## config.mk

```make
export PLATFORM = sky130hd
export DESIGN_NAME = fpstk_mgr
export DESIGN_NICKNAME = d
export VERILOG_FILES = /design/src/rtl/fpstk_pkg.sv /design/src/rtl/fpstk_map.sv /design/src/rtl/fpstk_regs.sv /design/src/rtl/fpstk_ctrl.sv /design/src/rtl/fpstk_mgr.sv
export SDC_FILE = /design/constraint.sdc
export NUM_CORES = 1
export LEC_CHECK = 0
export BUFFER_PORTS_ARGS = -buffer_cell sky130_fd_sc_hd__buf_2
export CAP_MARGIN = 20
export CORE_ASPECT_RATIO = 2
export CORE_MARGIN = 2
export CORE_UTILIZATION = 28
export CTS_BUF_LIST = sky130_fd_sc_hd__clkbuf_4
export CTS_CLUSTER_SIZE = 20
export DETAILED_ROUTE_END_ITERATION = 6
export SYNTH_ARGS = -nofsm -noshare
export SYNTH_HDL_FRONTEND = slang
export SYNTH_SLANG_ARGS = --single-unit
```

## constraint.sdc

```tcl
create_clock -name clk -period 6.7 [get_ports clk]
set_input_delay 1.675 -clock clk [delete_from_list [all_inputs] [get_ports clk]]
set_output_delay 1.675 -clock clk [all_outputs]
set_load 0.05 [all_outputs]
```

## src/rtl/fpstk_pkg.sv

```systemverilog
package fpstk_pkg;

    typedef enum logic [2:0] {
        FORM_MEM      = 3'd0,
        FORM_REG_ST0  = 3'd1,
        FORM_REG_STI  = 3'd2,
        FORM_STI_POP  = 3'd3,
        FORM_IMPLICIT = 3'd4
    } form_e;

    typedef enum logic {
        S_IDLE = 1'b0,
        S_POP  = 1'b1
    } seq_state_e;

endpackage

```

## src/rtl/fpstk_map.sv

```systemverilog
module fpstk_map #(
    parameter int PTR_W = 3
) (
    input  logic [PTR_W-1:0] top_i,
    input  logic [PTR_W-1:0] idx_i,
    output logic [PTR_W-1:0] ph_st0_o,
    output logic [PTR_W-1:0] ph_sti_o,
    output logic [PTR_W-1:0] ph_push_o
);

    // Pointer arithmetic wraps naturally at PTR_W bits.
    assign ph_st0_o  = top_i;
    assign ph_sti_o  = top_i + idx_i;
    assign ph_push_o = top_i - PTR_W'(1);

endmodule

```

## src/rtl/fpstk_regs.sv

```systemverilog
module fpstk_regs #(
    parameter int DATA_W = 80,
    parameter int PTR_W  = 3
) (
    input  logic                      clk,
    input  logic                      rst_n,
    input  logic                      wr_en_i,
    input  logic [PTR_W-1:0]          wr_addr_i,
    input  logic [DATA_W-1:0]         wr_data_i,
    input  logic                      clr_en_i,
    input  logic [PTR_W-1:0]          clr_addr_i,
    input  logic [PTR_W-1:0]          rd_a_addr_i,
    input  logic [PTR_W-1:0]          rd_b_addr_i,
    output logic [DATA_W-1:0]         rd_a_data_o,
    output logic [DATA_W-1:0]         rd_b_data_o,
    output logic [(1<<PTR_W)-1:0]     empty_o
);

    localparam int NREG = 1 << PTR_W;

    logic [DATA_W-1:0] data_q  [NREG];
    logic              empty_q [NREG];

    for (genvar g = 0; g < NREG; g++) begin : g_slot
        localparam logic [PTR_W-1:0] SLOT = PTR_W'(g);

        always_ff @(posedge clk or negedge rst_n) begin
            if (!rst_n) begin
                data_q[g]  <= '0;
                empty_q[g] <= 1'b1;
            end else if (wr_en_i && (wr_addr_i == SLOT)) begin
                data_q[g]  <= wr_data_i;
                empty_q[g] <= 1'b0;
            end else if (clr_en_i && (clr_addr_i == SLOT)) begin
                empty_q[g] <= 1'b1;
            end
        end

        assign empty_o[g] = empty_q[g];
    end

    assign rd_a_data_o = data_q[rd_a_addr_i];
    assign rd_b_data_o = data_q[rd_b_addr_i];

    // the slot cleared by a pop reads empty on the following cycle
    p_pop_clears_slot_r5: assert property (@(posedge clk) disable iff (!rst_n)
        clr_en_i |=> empty_o[$past(clr_addr_i)]);

    // a written slot reads valid and holds the written value
    p_write_marks_valid_r4: assert property (@(posedge clk) disable iff (!rst_n)
        wr_en_i |=> (!empty_o[$past(wr_addr_i)] && (data_q[$past(wr_addr_i)] == $past(wr_data_i))));

    // a pop cycle never carries a write
    p_no_write_in_pop_r9: assert property (@(posedge clk) disable iff (!rst_n)
        !(wr_en_i && clr_en_i));

endmodule

```

## src/rtl/fpstk_ctrl.sv

```systemverilog
module fpstk_ctrl
    import fpstk_pkg::*;
#(
    parameter int DATA_W = 80,
    parameter int PTR_W  = 3
) (
    input  logic                      clk,
    input  logic                      rst_n,
    input  logic                      push_i,
    input  logic [DATA_W-1:0]         push_data_i,
    input  logic                      op_valid_i,
    input  logic [2:0]                op_form_i,
    input  logic [PTR_W-1:0]          op_idx_i,
    input  logic [DATA_W-1:0]         wb_data_i,
    input  logic                      round_up_i,
    input  logic [(1<<PTR_W)-1:0]     empty_i,
    input  logic [PTR_W-1:0]          ph_st0_i,
    input  logic [PTR_W-1:0]          ph_sti_i,
    input  logic [PTR_W-1:0]          ph_push_i,
    output logic [PTR_W-1:0]          top_o,
    output logic [PTR_W-1:0]          eff_idx_o,
    output logic                      wr_en_o,
    output logic [PTR_W-1:0]          wr_addr_o,
    output logic [DATA_W-1:0]         wr_data_o,
    output logic                      clr_en_o,
    output logic [PTR_W-1:0]          clr_addr_o,
    output logic                      busy_o,
    output logic                      underflow_o,
    output logic                      c1_o
);

    seq_state_e       state_q, state_d;
    form_e            form;
    logic [PTR_W-1:0] top_q;
    logic             uf_q, c1_q;
    logic             uses_sti, dest_sti, pop_form;
    logic             uf, accept_op, accept_push;

    // Form decode
    always_comb begin
        form      = form_e'(op_form_i);
        uses_sti  = 1'b1;
        dest_sti  = 1'b0;
        pop_form  = 1'b0;
        eff_idx_o = op_idx_i;
        unique case (form)
            FORM_MEM:      uses_sti = 1'b0;
            FORM_REG_ST0:  uses_sti = 1'b1;
            FORM_REG_STI:  dest_sti = 1'b1;
            FORM_STI_POP: begin
                dest_sti = 1'b1;
                pop_form = 1'b1;
            end
            FORM_IMPLICIT: begin
                eff_idx_o = PTR_W'(1);
                dest_sti  = 1'b1;
                pop_form  = 1'b1;
            end
            default:       uses_sti = 1'b0;
        endcase
    end

    assign uf          = empty_i[ph_st0_i] | (uses_sti & empty_i[ph_sti_i]);
    assign accept_op   = (state_q == S_IDLE) & op_valid_i;
    assign accept_push = (state_q == S_IDLE) & ~op_valid_i & push_i;

    // State register
    always_ff @(posedge clk or negedge rst_n) begin
        if (!rst_n) begin
            state_q <= S_IDLE;
        end else begin
            state_q <= state_d;
        end
    end

    // Next state and outputs
    always_comb begin
        state_d    = state_q;
        wr_en_o    = 1'b0;
        wr_addr_o  = ph_st0_i;
        wr_data_o  = wb_data_i;
        clr_en_o   = 1'b0;
        clr_addr_o = top_q;
        busy_o     = 1'b0;
        unique case (state_q)
            S_IDLE: begin
                if (accept_op && !uf) begin
                    wr_en_o   = 1'b1;
                    wr_addr_o = dest_sti ? ph_sti_i : ph_st0_i;
                    if (pop_form) begin
                        state_d = S_POP;
                    end
                end else if (accept_push) begin
                    wr_en_o   = 1'b1;
                    wr_addr_o = ph_push_i;
                    wr_data_o = push_data_i;
                end
            end
            S_POP: begin
                busy_o   = 1'b1;
                clr_en_o = 1'b1;
                state_d  = S_IDLE;
            end
            default: state_d = S_IDLE;
        endcase
    end

    // Pointer and status registers
    always_ff @(posedge clk or negedge rst_n) begin
        if (!rst_n) begin
            top_q <= '0;
            uf_q  <= 1'b0;
            c1_q  <= 1'b0;
        end else begin
            if (accept_push) begin
                top_q <= top_q - PTR_W'(1);
            end else if (state_q == S_POP) begin
                top_q <= top_q + PTR_W'(1);
            end
            if (accept_op) begin
                uf_q <= uf;
                c1_q <= ~uf & round_up_i;
            end
        end
    end

    assign top_o       = top_q;
    assign underflow_o = uf_q;
    assign c1_o        = c1_q;

    // a pop cycle advances the pointer by exactly one
    p_pop_advance_r5: assert property (@(posedge clk) disable iff (!rst_n)
        (state_q == S_POP) |=> (top_q == $past(top_q) + PTR_W'(1)));

    // the pop state lasts a single cycle
    p_pop_single_r5: assert property (@(posedge clk) disable iff (!rst_n)
        (state_q == S_POP) |=> (state_q == S_IDLE));

    // an accepted push moves the pointer down by one
    p_push_retreat_r2: assert property (@(posedge clk) disable iff (!rst_n)
        accept_push |=> (top_q == $past(top_q) - PTR_W'(1)));

    // underflow forces C1 low
    p_uf_c1_low_r6: assert property (@(posedge clk) disable iff (!rst_n)
        (accept_op && uf) |=> (underflow_o && !c1_o));

    // underflow starts no pop and leaves the pointer alone
    p_uf_no_pop_r8: assert property (@(posedge clk) disable iff (!rst_n)
        (accept_op && uf) |=> ((state_q == S_IDLE) && (top_q == $past(top_q))));

    // status holds when no operation is accepted
    p_status_hold_r10: assert property (@(posedge clk) disable iff (!rst_n)
        !accept_op |=> ($stable(underflow_o) && $stable(c1_o)));

endmodule

```

## src/rtl/fpstk_mgr.sv

```systemverilog
module fpstk_mgr #(
    parameter int DATA_W = 80,
    parameter int PTR_W  = 3
) (
    input  logic                      clk,
    input  logic                      rst_n,
    input  logic                      push_i,
    input  logic [DATA_W-1:0]         push_data_i,
    input  logic                      op_valid_i,
    input  logic [2:0]                op_form_i,
    input  logic [PTR_W-1:0]          op_idx_i,
    input  logic [DATA_W-1:0]         wb_data_i,
    input  logic                      round_up_i,
    output logic [DATA_W-1:0]         st0_data_o,
    output logic [DATA_W-1:0]         sti_data_o,
    output logic [PTR_W-1:0]          top_o,
    output logic [(1<<PTR_W)-1:0]     tag_empty_o,
    output logic                      busy_o,
    output logic                      underflow_o,
    output logic                      c1_o
);

    logic [PTR_W-1:0]  top, eff_idx, ph_st0, ph_sti, ph_push;
    logic              wr_en, clr_en;
    logic [PTR_W-1:0]  wr_addr, clr_addr;
    logic [DATA_W-1:0] wr_data;

    fpstk_map #(.PTR_W(PTR_W)) u_map (
        .top_i     (top),
        .idx_i     (eff_idx),
        .ph_st0_o  (ph_st0),
        .ph_sti_o  (ph_sti),
        .ph_push_o (ph_push)
    );

    fpstk_regs #(.DATA_W(DATA_W), .PTR_W(PTR_W)) u_regs (
        .clk         (clk),
        .rst_n       (rst_n),
        .wr_en_i     (wr_en),
        .wr_addr_i   (wr_addr),
        .wr_data_i   (wr_data),
        .clr_en_i    (clr_en),
        .clr_addr_i  (clr_addr),
        .rd_a_addr_i (ph_st0),
        .rd_b_addr_i (ph_sti),
        .rd_a_data_o (st0_data_o),
        .rd_b_data_o (sti_data_o),
        .empty_o     (tag_empty_o)
    );

    fpstk_ctrl #(.DATA_W(DATA_W), .PTR_W(PTR_W)) u_ctrl (
        .clk         (clk),
        .rst_n       (rst_n),
        .push_i      (push_i),
        .push_data_i (push_data_i),
        .op_valid_i  (op_valid_i),
        .op_form_i   (op_form_i),
        .op_idx_i    (op_idx_i),
        .wb_data_i   (wb_data_i),
        .round_up_i  (round_up_i),
        .empty_i     (tag_empty_o),
        .ph_st0_i    (ph_st0),
        .ph_sti_i    (ph_sti),
        .ph_push_i   (ph_push),
        .top_o       (top),
        .eff_idx_o   (eff_idx),
        .wr_en_o     (wr_en),
        .wr_addr_o   (wr_addr),
        .wr_data_o   (wr_data),
        .clr_en_o    (clr_en),
        .clr_addr_o  (clr_addr),
        .busy_o      (busy_o),
        .underflow_o (underflow_o),
        .c1_o        (c1_o)
    );

    assign top_o = top;

    // a busy cycle is always followed by an idle one
    p_busy_then_idle_r9: assert property (@(posedge clk) disable iff (!rst_n)
        busy_o |=> !busy_o);

endmodule

```

==> results of run 1 <==
[Yosys cell counts, drive strengths merged (2+ instances only)]
| library cell | number | share of area [%] |
|---|---|---|
| nor2 | 13 | 0.14 |
| dfstp | 8 | 0.59 |
| mux2 | 720 | 23 |
| and3 | 4 | 0.071 |
| mux4 | 323 | 21 |
| ha | 10 | 0.35 |
| a22oi | 2 | 0.081 |
| dfrtp | 646 | 46 |
| nand2b | 3 | 0.053 |
| nand4b | 2 | 0.050 |
| mux2i | 2 | 0.057 |
| o21a | 3 | 0.064 |
| o21ai | 4 | 0.057 |
| xnor2 | 2 | 0.050 |
| clkbuf | 84 | 0.89 |
| nor3 | 4 | 0.10 |
| buf | 105 | 2.0 |
| a21oi | 11 | 0.16 |
| a211oi | 6 | 0.25 |
| nor4b | 2 | 0.050 |
| inv | 7 | 0.074 |
| nand3 | 6 | 0.099 |
| nor2b | 3 | 0.053 |
| nand2 | 490 | 5.2 |
[worst min-delay path by stage]
stage | startpoint | to
3_3_place_gp | u_regs.data_q[74] | u_regs.data_q[74]
2_1_floorplan | u_regs.data_q[103] | u_regs.data_q[103]
3_5_place_dp | u_ctrl.underflow_o | u_ctrl.underflow_o
4_1_cts | u_ctrl.underflow_o | u_ctrl.underflow_o
5_1_grt | rst_n | u_regs.data_q[355]
6_report | u_ctrl.underflow_o | u_ctrl.underflow_o
[metal layers]
metal	GRT usage (%)	part of all wire (%)	wire [microns]	vias to the layer above
li1	-	-	-	10073
met1	17.9	38	39600	12290
met2	29.8	53	55800	803
met3	3.71	5.7	5970	245
met4	7.66	3.7	3880	4
met5	0	0.022	23	-
[repair_timing]
item                       CTS  global route
resized for setup            0             1
hold buffers                 0             0
setup endpoints to repair    0             5
[final cells by class]
| cell class | count | area share, % |
|---|---|---|
| antenna | 8 | 0.0484 |
| clock buffer | 227 | 4.12 |
| timing repair buffer | 411 | 6.59 |
| clock inverter | 55 | 0.820 |
| tap | 1674 | 5.07 |
| inverter | 7 | 0.0817 |
| sequential | 654 | 39.7 |
| multi-input combinational | 1626 | 43.6 |
[worst max-delay path, delay by kind of cell]
kind	cells	cell delay, ns
XOR/XNOR	1	0.21
adder cells (fa/ha/maj)	2	0.61
multiplexers	2	0.60
buffers and inverters	5	0.75
AND/OR/NAND/NOR	4	0.94
[kinds of logic after synthesis]
group,after synthesis
muxes,1045
DFF,654
xor gates and xnor gates,3
AOI/OAI and AO/OA,36
buffers and inverters,196
adders and majority gates,11
and+or+nand+nor,531
[state kept, by name (all words and copies together), names as in the netlist]
register,flops
u_ctrl.c1_o,1
u_ctrl.underflow_o,1
u_ctrl.state_q,1
u_regs.empty_o,8
u_ctrl.clr_addr_o,3
u_regs.data_q,640
[through the flow]
stage                     worst slack, ns  hold slack (ns)  util [%]  cell area [sq um]  std cells
final                               0.202            0.496      32.9              41300       4662
after global routing               0.0753            0.519      32.9              41300       4662
after CTS                           0.127            0.503      32.9              41300       4654
after detailed placement            0.145            0.488      31.3              39300       4372
after global placement              0.157            0.481      31.3              39300       4372
after floorplan                     0.315            0.470         -              35400       2476
==> results.txt, run 1 <==
crit share post-route = 97.0%
area inside the core boundary = 0.125 sq mm
yosys warns = 0
via count of the first global-routing pass = 25,571
number of I/O port buffers = 344
vertical die dimension = 507 microns
Mapped Area = 0.0354 sq mm
fraction of layout instances using a drive strength above 1 = 56.4%
primary flip-flop cell chosen by synthesis mapping = dfrtp_1
number of design-rule violations left by the first detailed-router iteration = 1,091
Detailed Routing Iterations Pass 1 = 4
crit-path max cell delay = 0.48 ns
Area Overhead vs Synth = 16.8%
register area share after synthesis = 46.3%
DIE AREA = 0.129 sq mm
final HPWL from detailed placement = 65.7 mm
tightest slew margin relative to the limit = 33.3%
final-report hold violation count = 0
wire length after detailed routing = 105 mm
buffer levels on the longest clock path = 3
Fillers = 12,485
xor/xnor cell area share of the yosys netlist = 0.0743%
setup slack on the worst flop-to-flop path = 1.70 ns
proportion of register bits with asynchronous set or reset after synthesis = 100%
share of the synthesized area in compound gates (AO/OA/AOI/OAI) = 0.856%
H-tree depth = 4
flip-flop and latch area = 0.0164 sq mm
clock sink count = 654
max-cap check violation count = 0
final net count = 3,046
total nets after synthesis = 2,658
final critical delay including setup and external delays = 6.50 ns
cell count after synthesis = 2,476
width of the chip = 255 microns
routed length per instance = 22.6 microns
simple-gate portion of the synthesized area = 5.89%
top library cells by usage in the layout, fill and taps aside = mux2_2, dfrtp_1, nand2_1
critical path startpoint = op_form_i[1]
sort of element at the end of the critical path = output pin
number of vias after detailed routing = 23,415
wire length of the first global-routing pass = 161 mm
Total Neg Setup Slack = 0 ns
Critical Path RT = 5.03 ns
via/cell ratio = 5.02
signal arrival time at the worst endpoint = 4.82 ns
achievable clock frequency = 154 MHz
Cell variety after synth = 51
detailed-route DRC error count = 0
top-level port count = 345
antenna viol nets, final = 0
floorplan row count = 184
number of slew-limit violations in the final report = 0
list of cells traversed by the critical path = buf_2 -> or3b_1 -> nand2b_1 -> ha_4 -> inv_1 -> fa_4 -> xor2_2 -> nand3_1 -> nand2_4 -> buf_12 -> buf_12 -> mux4_2 -> mux2_2 -> buf_2
slew at the pin closest to its max-slew limit = 1.00 ns
syn avg cell area = 14.3 sq um
Worst path slowest cell = fa_4
adder-cell area share of the yosys netlist = 0.410%
number of antenna violations at the first check in global routing = 5
clock latency of the later-clocked register in the worst-skew pair = 1.11 ns
Total GRT Usage = 16.4%
Hold Crit Class = reg -> reg
endpoint of the worst register-to-register path = u_regs.data_q[483]
CTS tree = done
global route total overflow = 0
clock input transition at the sequential cells of the worst setup and hold paths = 0.06 ns
buffers inserted during post-CTS setup optimization = 0
dominant combinational cell family by area after synthesis = multiplexers
setup repair after global routing missed its margin = false
root buffer selected by CTS = clkbuf_4
startpoint type of the worst setup path = primary input
end point of the critical path = sti_data_o[9]
number of failing setup endpoints in the final timing report = 0
routability congestion estimate from global placement = 0.758
pin count of the biggest net entering global routing = 131
initial core utilization = 28.2%
highest net fanout along the worst path = 28
setup skew after layout = 0.0712 ns
area of combinational cells with multiple inputs = 0.0180 sq mm
Worst Path Class, Setup = in -> out
number of synthesized register bits = 654
proportion of synthesized area in mux cells = 43.5%
number of flops mapped to enable cells by yosys = 0
cell count of the worst reg-to-reg path = 11
outcome = completed
total clock buffers created by CTS = 164
startpoint of the worst register-to-register path = u_ctrl.clr_addr_o[1]
hold depth = 2
most frequent standard cell in the layout excluding fill and tap cells = mux2_2
Power of run 1 is not shown: default switching activity piles up to over one toggle a cycle in this logic, so the estimate is an artifact.
==> inputs of run 2 (changes only) <==
==> constraint.sdc (replaced) <==
create_clock -name clk -period 6.7 [get_ports clk]
set_input_delay 2.01 -clock clk [delete_from_list [all_inputs] [get_ports clk]]
set_output_delay 2.01 -clock clk [all_outputs]
set_load 0.05 [all_outputs]
==> run 2 against run 1 <==
Effect of this change: the flow now finishes with violations (setup timing); utilization increased by 1.6 points; sequential share of layout area decreased by 1.8 points; first-iteration DRC count is 4.6% lower; worst setup slack worse by 0.45 ns; clock skew increased by 0.017 ns; non-clock buffer count is 93 higher; largest cell class unchanged; highest routed layer is now met4.
==> results.txt, run 2 (synthesis results as in run 1) <==
Fillers = 12,357 (was 12,485)
DIE AREA = 0.129 sq mm (unchanged)
via/cell ratio = 4.97 (was 5.02)
violations in the final reports = setup timing
buffer levels on the longest clock path = 3 (unchanged)
endpoint of the worst register-to-register path = u_regs.data_q[553] (was u_regs.data_q[483])
critical path startpoint = op_form_i[0] (was op_form_i[1])
number of slew-limit violations in the final report = 0 (unchanged)
fraction of layout instances using a drive strength above 1 = 57.4% (was 56.4%)
finished layout cell area = 0.0433 sq mm (was 0.0413 sq mm)
CTS tree = done (unchanged)
final worst-path setup slack = -0.250 ns (was 0.202 ns)
final critical delay including setup and external delays = 6.95 ns (was 6.50 ns)
Worst Path Class, Setup = in -> out (unchanged)
setup slack on the worst flop-to-flop path = 1.73 ns (was 1.70 ns)
H-tree depth = 4 (unchanged)
Worst path slowest cell = fa_4 (unchanged)
buffer and inverter count on the worst path = 5 (unchanged)
number of design-rule violations left by the first detailed-router iteration = 1,041 (was 1,091)
clock input transition at the sequential cells of the worst setup and hold paths = 0.06 ns (about the same)
Hold Path Sink = u_regs.data_q[126] (was u_ctrl.underflow_o)
met3 track utilization from global routing = 3.16% (was 3.71%)
number of antenna violations at the first check in global routing = 5 (unchanged)
antenna viol nets, final = 0 (unchanged)
vertical die dimension = 507 microns (unchanged)
achievable clock frequency = 144 MHz (was 154 MHz)
clock sink count = 654 (unchanged)
met2 layer usage reported by global route = 30.9% (was 29.8%)
sort of element at the end of the critical path = output pin (unchanged)
crit share post-route = 104% (was 97.0%)
Hold Crit Class = reg -> reg (unchanged)
routing usage on met1 = 19.8% (was 17.9%)
routed length per instance = 23.1 microns (was 22.6 microns)
final HPWL from detailed placement = 72.1 mm (was 65.7 mm)
number of failing setup endpoints in the final timing report = 80 (was 0)
Total GRT Usage = 17.2% (was 16.4%)
crit-path max cell delay = 0.45 ns (was 0.48 ns)
width of the chip = 255 microns (unchanged)
startpoint of the worst register-to-register path = u_ctrl.clr_addr_o[1] (unchanged)
area inside the core boundary = 0.125 sq mm (unchanged)
via count of the first global-routing pass = 26,084 (was 25,571)
initial core utilization = 28.2% (unchanged)
number of vias after detailed routing = 23,652 (was 23,415)
Detailed Routing Iterations Pass 1 = 7 (was 4)
outcome = complete, but fails checks (was completed)
final net count = 3,139 (was 3,046)
setup skew after layout = 0.0887 ns (was 0.0712 ns)
detailed-route DRC error count = 0 (unchanged)
tightest slew margin relative to the limit = 22.8% (was 33.3%)
Post-DP Area = 0.0405 sq mm (was 0.0393 sq mm)
highest net fanout along the worst path = 10 (was 28)
wire length after detailed routing = 110 mm (was 105 mm)
slew at the pin closest to its max-slew limit = 1.16 ns (was 1.00 ns)
clock latency of the later-clocked register in the worst-skew pair = 1.08 ns (was 1.11 ns)
flip-flop and latch area = 0.0164 sq mm (unchanged)
max-cap check violation count = 0 (unchanged)
floorplan row count = 184 (unchanged)
routability congestion estimate from global placement = 0.756 (was 0.758)
global route total overflow = 0 (unchanged)
wire length of the first global-routing pass = 167 mm (was 161 mm)
list of cells traversed by the critical path = buf_6 -> or3b_4 -> nand2b_4 -> ha_4 -> inv_2 -> fa_4 -> xor2_4 -> a21o_4 -> nand2_8 -> buf_16 -> buf_16 -> mux4_2 -> mux2_4 -> buf_6 (was buf_2 -> or3b_1 -> nand2b_1 -> ha_4 -> inv_1 -> fa_4 -> xor2_2 -> nand3_1 -> nand2_4 -> buf_12 -> buf_12 -> mux4_2 -> mux2_2 -> buf_2)
top-level port count = 345 (unchanged)
max reg flops = 640 (unchanged)
Critical Path RT = 4.69 ns (was 5.03 ns)
pre-CTS WS = -0.506 ns (was 0.145 ns)
signal arrival time at the worst endpoint = 4.94 ns (was 4.82 ns)
most frequent standard cell in the layout excluding fill and tap cells = dfrtp_1 (was mux2_2)
area of combinational cells with multiple inputs = 0.0184 sq mm (was 0.0180 sq mm)
top library cells by usage in the layout, fill and taps aside = dfrtp_1, mux2_2, nand2_1 (was mux2_2, dfrtp_1, nand2_1)
busiest grt layer = met2 (unchanged)
total clock buffers created by CTS = 164 (unchanged)
root buffer selected by CTS = clkbuf_4 (unchanged)
cell count of the worst reg-to-reg path = 12 (was 11)
Area Overhead vs Synth = 22.4% (was 16.8%)
startpoint type of the worst setup path = primary input (unchanged)
pin count of the biggest net entering global routing = 137 (was 131)
setup repair after global routing missed its margin = true (was false)
Top reg by flops = u_regs.data_q (unchanged)
hold depth = 1 (was 2)
number of I/O port buffers = 344 (unchanged)
final-report hold violation count = 0 (unchanged)
cell type group with the largest total delay on the critical path = buffers and inverters (was simple AND/OR/NAND/NOR gates)
startpoint of the lowest-slack hold path = u_regs.data_q[126] (was u_ctrl.underflow_o)
run 2: cell types whose count changed in the layout (fill, tap and decap cells not counted), sizes merged:
cell,previous run,this run
clkbuf,227,220
clkinv,45,52
buf,411,503
clkinvlp,2,1
bufinv,3,6
run 2: metrics by stage:
step | cells | util [%] | hold slack, ns | TNS (ns)
3_3_place_gp | 4459 | 32.3 | 0.483 | -54.09
2_1_floorplan | 2476 | - | 0.470 | -0.324
3_5_place_dp | 4459 | 32.3 | 0.491 | -63.08
4_1_cts | 4747 | 34.4 | 0.506 | -19.99
5_1_grt | 4755 | 34.5 | 0.523 | -22.04
6_report | 4756 | 34.5 | 0.503 | -16.38
run 2: final cells by class:
type	instances	share of cell area, %
repair buffers	504	10.0
inverters	7	0.0722
well taps	1674	4.83
diodes	8	0.0462
clock buffers	219	3.79
clock inverters	64	1.06
flip-flops and latches	654	37.8
multi-input cells	1626	42.4
run 2: worst max path at each step:
stage                     end  slack, ns  depth (start not counted)
2_1_floorplan  sti_data_o[20]      -0.04                         12
3_3_place_gp   sti_data_o[72]      -0.52                         14
3_5_place_dp   sti_data_o[72]      -0.51                         14
4_1_cts        sti_data_o[11]      -0.31                         14
5_1_grt        sti_data_o[14]      -0.31                         14
6_report        sti_data_o[1]      -0.25                         14
run 2: metal layers:
metal,share of wire [%],vias to the layer above
met3,4.7,197
met5,0,-
met2,53,766
li1,-,10241
met1,39,12448
met4,3.0,0
run 2: what timing repair did:
action | in CTS | in global routing
pin swaps | 3 | 0
resized for setup | 157 | 25
hold buffers | 0 | 0
setup buffers | 4 | 0
gates cloned | 2 | 1
setup endpoints to repair | 80 | 80
Power of run 2 is left out for the same reason.
==> inputs of run 3 (changes only) <==
--- a/config.mk
+++ b/config.mk
@@ -13,6 +13,7 @@
 export CTS_BUF_LIST = sky130_fd_sc_hd__clkbuf_4
 export CTS_CLUSTER_SIZE = 20
 export DETAILED_ROUTE_END_ITERATION = 6
+export PLACE_DENSITY = 0.4
 export SYNTH_ARGS = -nofsm -noshare
 export SYNTH_HDL_FRONTEND = slang
 export SYNTH_SLANG_ARGS = --single-unit
==> run 3 against run 2 <==
Effect of this change: the run still ends with setup timing left; sequential share of layout area grew 0.065 points; wire length grew 9.0%; hold slack gained 0.0065 ns; critical path depth grew 1; critical endpoint is now sti_data_o[5]; die area is the same; first-iteration DRC count shrank 5.4%; clock skew shrank 0.021 ns; largest cell class unchanged; global-route usage grew 1.4 points; maximum frequency shrank 0.57%; final area shrank 0.17%; sequential cell count is the same; utilization shrank 0.059 points.
==> results.txt, run 3 (synthesis results as in run 1) <==
outcome = complete, but fails checks (unchanged)
violations in the final reports = setup timing (unchanged)
final worst-path setup slack = -0.290 ns (was -0.250 ns)
highest net fanout along the worst path = 8 (was 10)
buffer levels on the longest clock path = 3 (unchanged)
startpoint type of the worst setup path = primary input (unchanged)
detailed-route DRC error count = 0 (unchanged)
Total GRT Usage = 18.6% (was 17.2%)
floorplan row count = 184 (unchanged)
setup skew after layout = 0.0672 ns (was 0.0887 ns)
cell count of the worst reg-to-reg path = 10 (was 12)
top library cells by usage in the layout, fill and taps aside = dfrtp_1, mux2_2, nand2_1 (unchanged)
final HPWL from detailed placement = 73.4 mm (was 72.1 mm)
area inside the core boundary = 0.125 sq mm (unchanged)
Hold Crit Class = reg -> reg (unchanged)
endpoint of the worst register-to-register path = u_regs.data_q[512] (was u_regs.data_q[553])
max-cap check violation count = 0 (unchanged)
top-level port count = 345 (unchanged)
hold depth = 2 (was 1)
CTS tree = done (unchanged)
crit share post-route = 104% (about the same)
Detailed Routing Iterations Pass 1 = 5 (was 7)
crit-path max cell delay = 0.46 ns (was 0.45 ns)
Worst path slowest cell = fa_4 (unchanged)
number of antenna violations at the first check in global routing = 3 (was 5)
cell type group with the largest total delay on the critical path = buffers and inverters (unchanged)
clock sink count = 654 (unchanged)
slew at the pin closest to its max-slew limit = 0.988 ns (was 1.16 ns)
final net count = 3,131 (was 3,139)
wire length of the first global-routing pass = 180 mm (was 167 mm)
DIE AREA = 0.129 sq mm (unchanged)
area of combinational cells with multiple inputs = 0.0184 sq mm (about the same)
startpoint of the worst register-to-register path = u_ctrl.clr_addr_o[1] (unchanged)
Fillers = 12,342 (was 12,357)
sort of element at the end of the critical path = output pin (unchanged)
vertical die dimension = 507 microns (unchanged)
setup slack on the worst flop-to-flop path = 1.86 ns (was 1.73 ns)
total clock buffers created by CTS = 168 (was 164)
clock latency of the later-clocked register in the worst-skew pair = 1.05 ns (was 1.08 ns)
global route total overflow = 0 (unchanged)
number of I/O port buffers = 344 (unchanged)
max reg flops = 640 (unchanged)
root buffer selected by CTS = clkbuf_4 (unchanged)
Top reg by flops = u_regs.data_q (unchanged)
WHS = 0.509 ns (was 0.503 ns)
number of failing setup endpoints in the final timing report = 80 (unchanged)
width of the chip = 255 microns (unchanged)
H-tree depth = 4 (unchanged)
pin count of the biggest net entering global routing = 137 (unchanged)
routed length per instance = 25.2 microns (was 23.1 microns)
Area Overhead vs Synth = 22.2% (was 22.4%)
most frequent standard cell in the layout excluding fill and tap cells = dfrtp_1 (unchanged)
final critical delay including setup and external delays = 6.99 ns (was 6.95 ns)
via count of the first global-routing pass = 26,799 (was 26,084)
achievable clock frequency = 143 MHz (was 144 MHz)
clock input transition at the sequential cells of the worst setup and hold paths = 0.06 ns (about the same)
tightest slew margin relative to the limit = 34.2% (was 22.8%)
antenna viol nets, final = 0 (unchanged)
routability congestion estimate from global placement = 0.763 (was 0.756)
hold bufs inserted after CTS = 0 (unchanged)
Hold Path Sink = u_ctrl.underflow_o (was u_regs.data_q[126])
Worst Path Class, Setup = in -> out (unchanged)
via/cell ratio = 5.03 (was 4.97)
Critical Path RT = 4.69 ns (about the same)
number of design-rule violations left by the first detailed-router iteration = 985 (was 1,041)
flip-flop and latch area = 0.0164 sq mm (unchanged)
startpoint of the lowest-slack hold path = u_ctrl.underflow_o (was u_regs.data_q[126])
buffer and inverter count on the worst path = 6 (was 5)
initial core utilization = 28.2% (unchanged)
fraction of layout instances using a drive strength above 1 = 58.0% (was 57.4%)
wire length after detailed routing = 120 mm (was 110 mm)
setup repair after global routing missed its margin = true (unchanged)
number of vias after detailed routing = 23,858 (was 23,652)
list of cells traversed by the critical path = buf_6 -> or3b_4 -> nand2b_4 -> ha_4 -> inv_2 -> fa_4 -> xor2_4 -> a21o_4 -> nand2_8 -> buf_12 -> buf_12 -> buf_16 -> mux4_2 -> mux2_4 -> buf_6 (was buf_6 -> or3b_4 -> nand2b_4 -> ha_4 -> inv_2 -> fa_4 -> xor2_4 -> a21o_4 -> nand2_8 -> buf_16 -> buf_16 -> mux4_2 -> mux2_4 -> buf_6)
number of slew-limit violations in the final report = 0 (unchanged)
signal arrival time at the worst endpoint = 4.98 ns (was 4.94 ns)
final-report hold violation count = 0 (unchanged)
## run 3: cell types whose count changed in the layout (fill, tap and decap cells not counted), moves of 3 or more
cell,delta
diode_2,-3
inv_8,-4
clkinv_1,-22
clkinvlp_4,+3
clkbuf_4,+26
clkbuf_16,+4
buf_4,-29
buf_2,+22
buf_6,-18
inv_2,+6
clkinv_4,-4
bufinv_16,-5
buf_16,+5
## run 3: worst max-delay path by stage
stage / from / endpoint / slack [ns] / cells after the start
finish: op_form_i[0] / sti_data_o[5] / -0.29 / 15
global placement: op_form_i[1] / sti_data_o[20] / -0.52 / 13
floorplan: op_form_i[1] / sti_data_o[20] / -0.04 / 12
global route: op_form_i[0] / sti_data_o[5] / -0.39 / 15
CTS: op_form_i[0] / sti_data_o[58] / -0.33 / 15
detailed placement: op_form_i[1] / sti_data_o[21] / -0.55 / 13
## run 3: area by class of cell
type	count	share of cell area [%]
tap	1674	4.84
multi-input combinational	1627	42.5
clock inverter	40	0.469
timing repair buffer	491	9.97
antenna	5	0.0289
inverter	7	0.0723
sequential	654	37.9
clock buffer	245	4.25
## run 3: repair_timing
action / in CTS / in global routing
cloned: 8 / 5
pin swaps: 4 / 1
buffers inserted: 9 / 3
setup endpoints to repair: 80 / 80
gates resized for setup: 142 / 14
## run 3: worst register-to-register path, stage by stage, from the launching register on
cell and delay [ns]:
dfrtp_4 0.42, buf_12 0.63, buf_4 0.84, mux4_2 0.45, a211o_1 0.38, nor3_4 0.32, a22oi_1 0.28, nor4b_2 0.43
buf_4 0.36, buf_4 0.25, mux2_2 0.35
## run 3: stage by stage
step / instance area [sq um] / setup WS (ns) / cells / util (%) / TNS, ns
6_report: 43300 / -0.290 / 4743 / 34.5 / -18.94
5_1_grt: 43300 / -0.387 / 4743 / 34.5 / -25.80
4_1_cts: 43100 / -0.331 / 4731 / 34.3 / -20.46
3_5_place_dp: 40200 / -0.553 / 4429 / 32.0 / -59.02
3_3_place_gp: 40200 / -0.520 / 4429 / 32.0 / -59.83
2_1_floorplan: 35700 / -0.0352 / 2476 / - / -0.324
## run 3: routing by layer
| layer | up-vias | wire length [microns] | share of wire [%] | GRT usage [%] |
|---|---|---|---|---|
| li1 | 10258 | - | - | - |
| met1 | 12713 | 49400 | 41 | 22.4 |
| met2 | 681 | 61400 | 51 | 32.8 |
| met3 | 204 | 5540 | 4.6 | 3.79 |
| met4 | 2 | 3220 | 2.7 | 6.36 |
| met5 | - | 16 | 0.013 | 0 |
Power of run 3 is left out for the same reason.
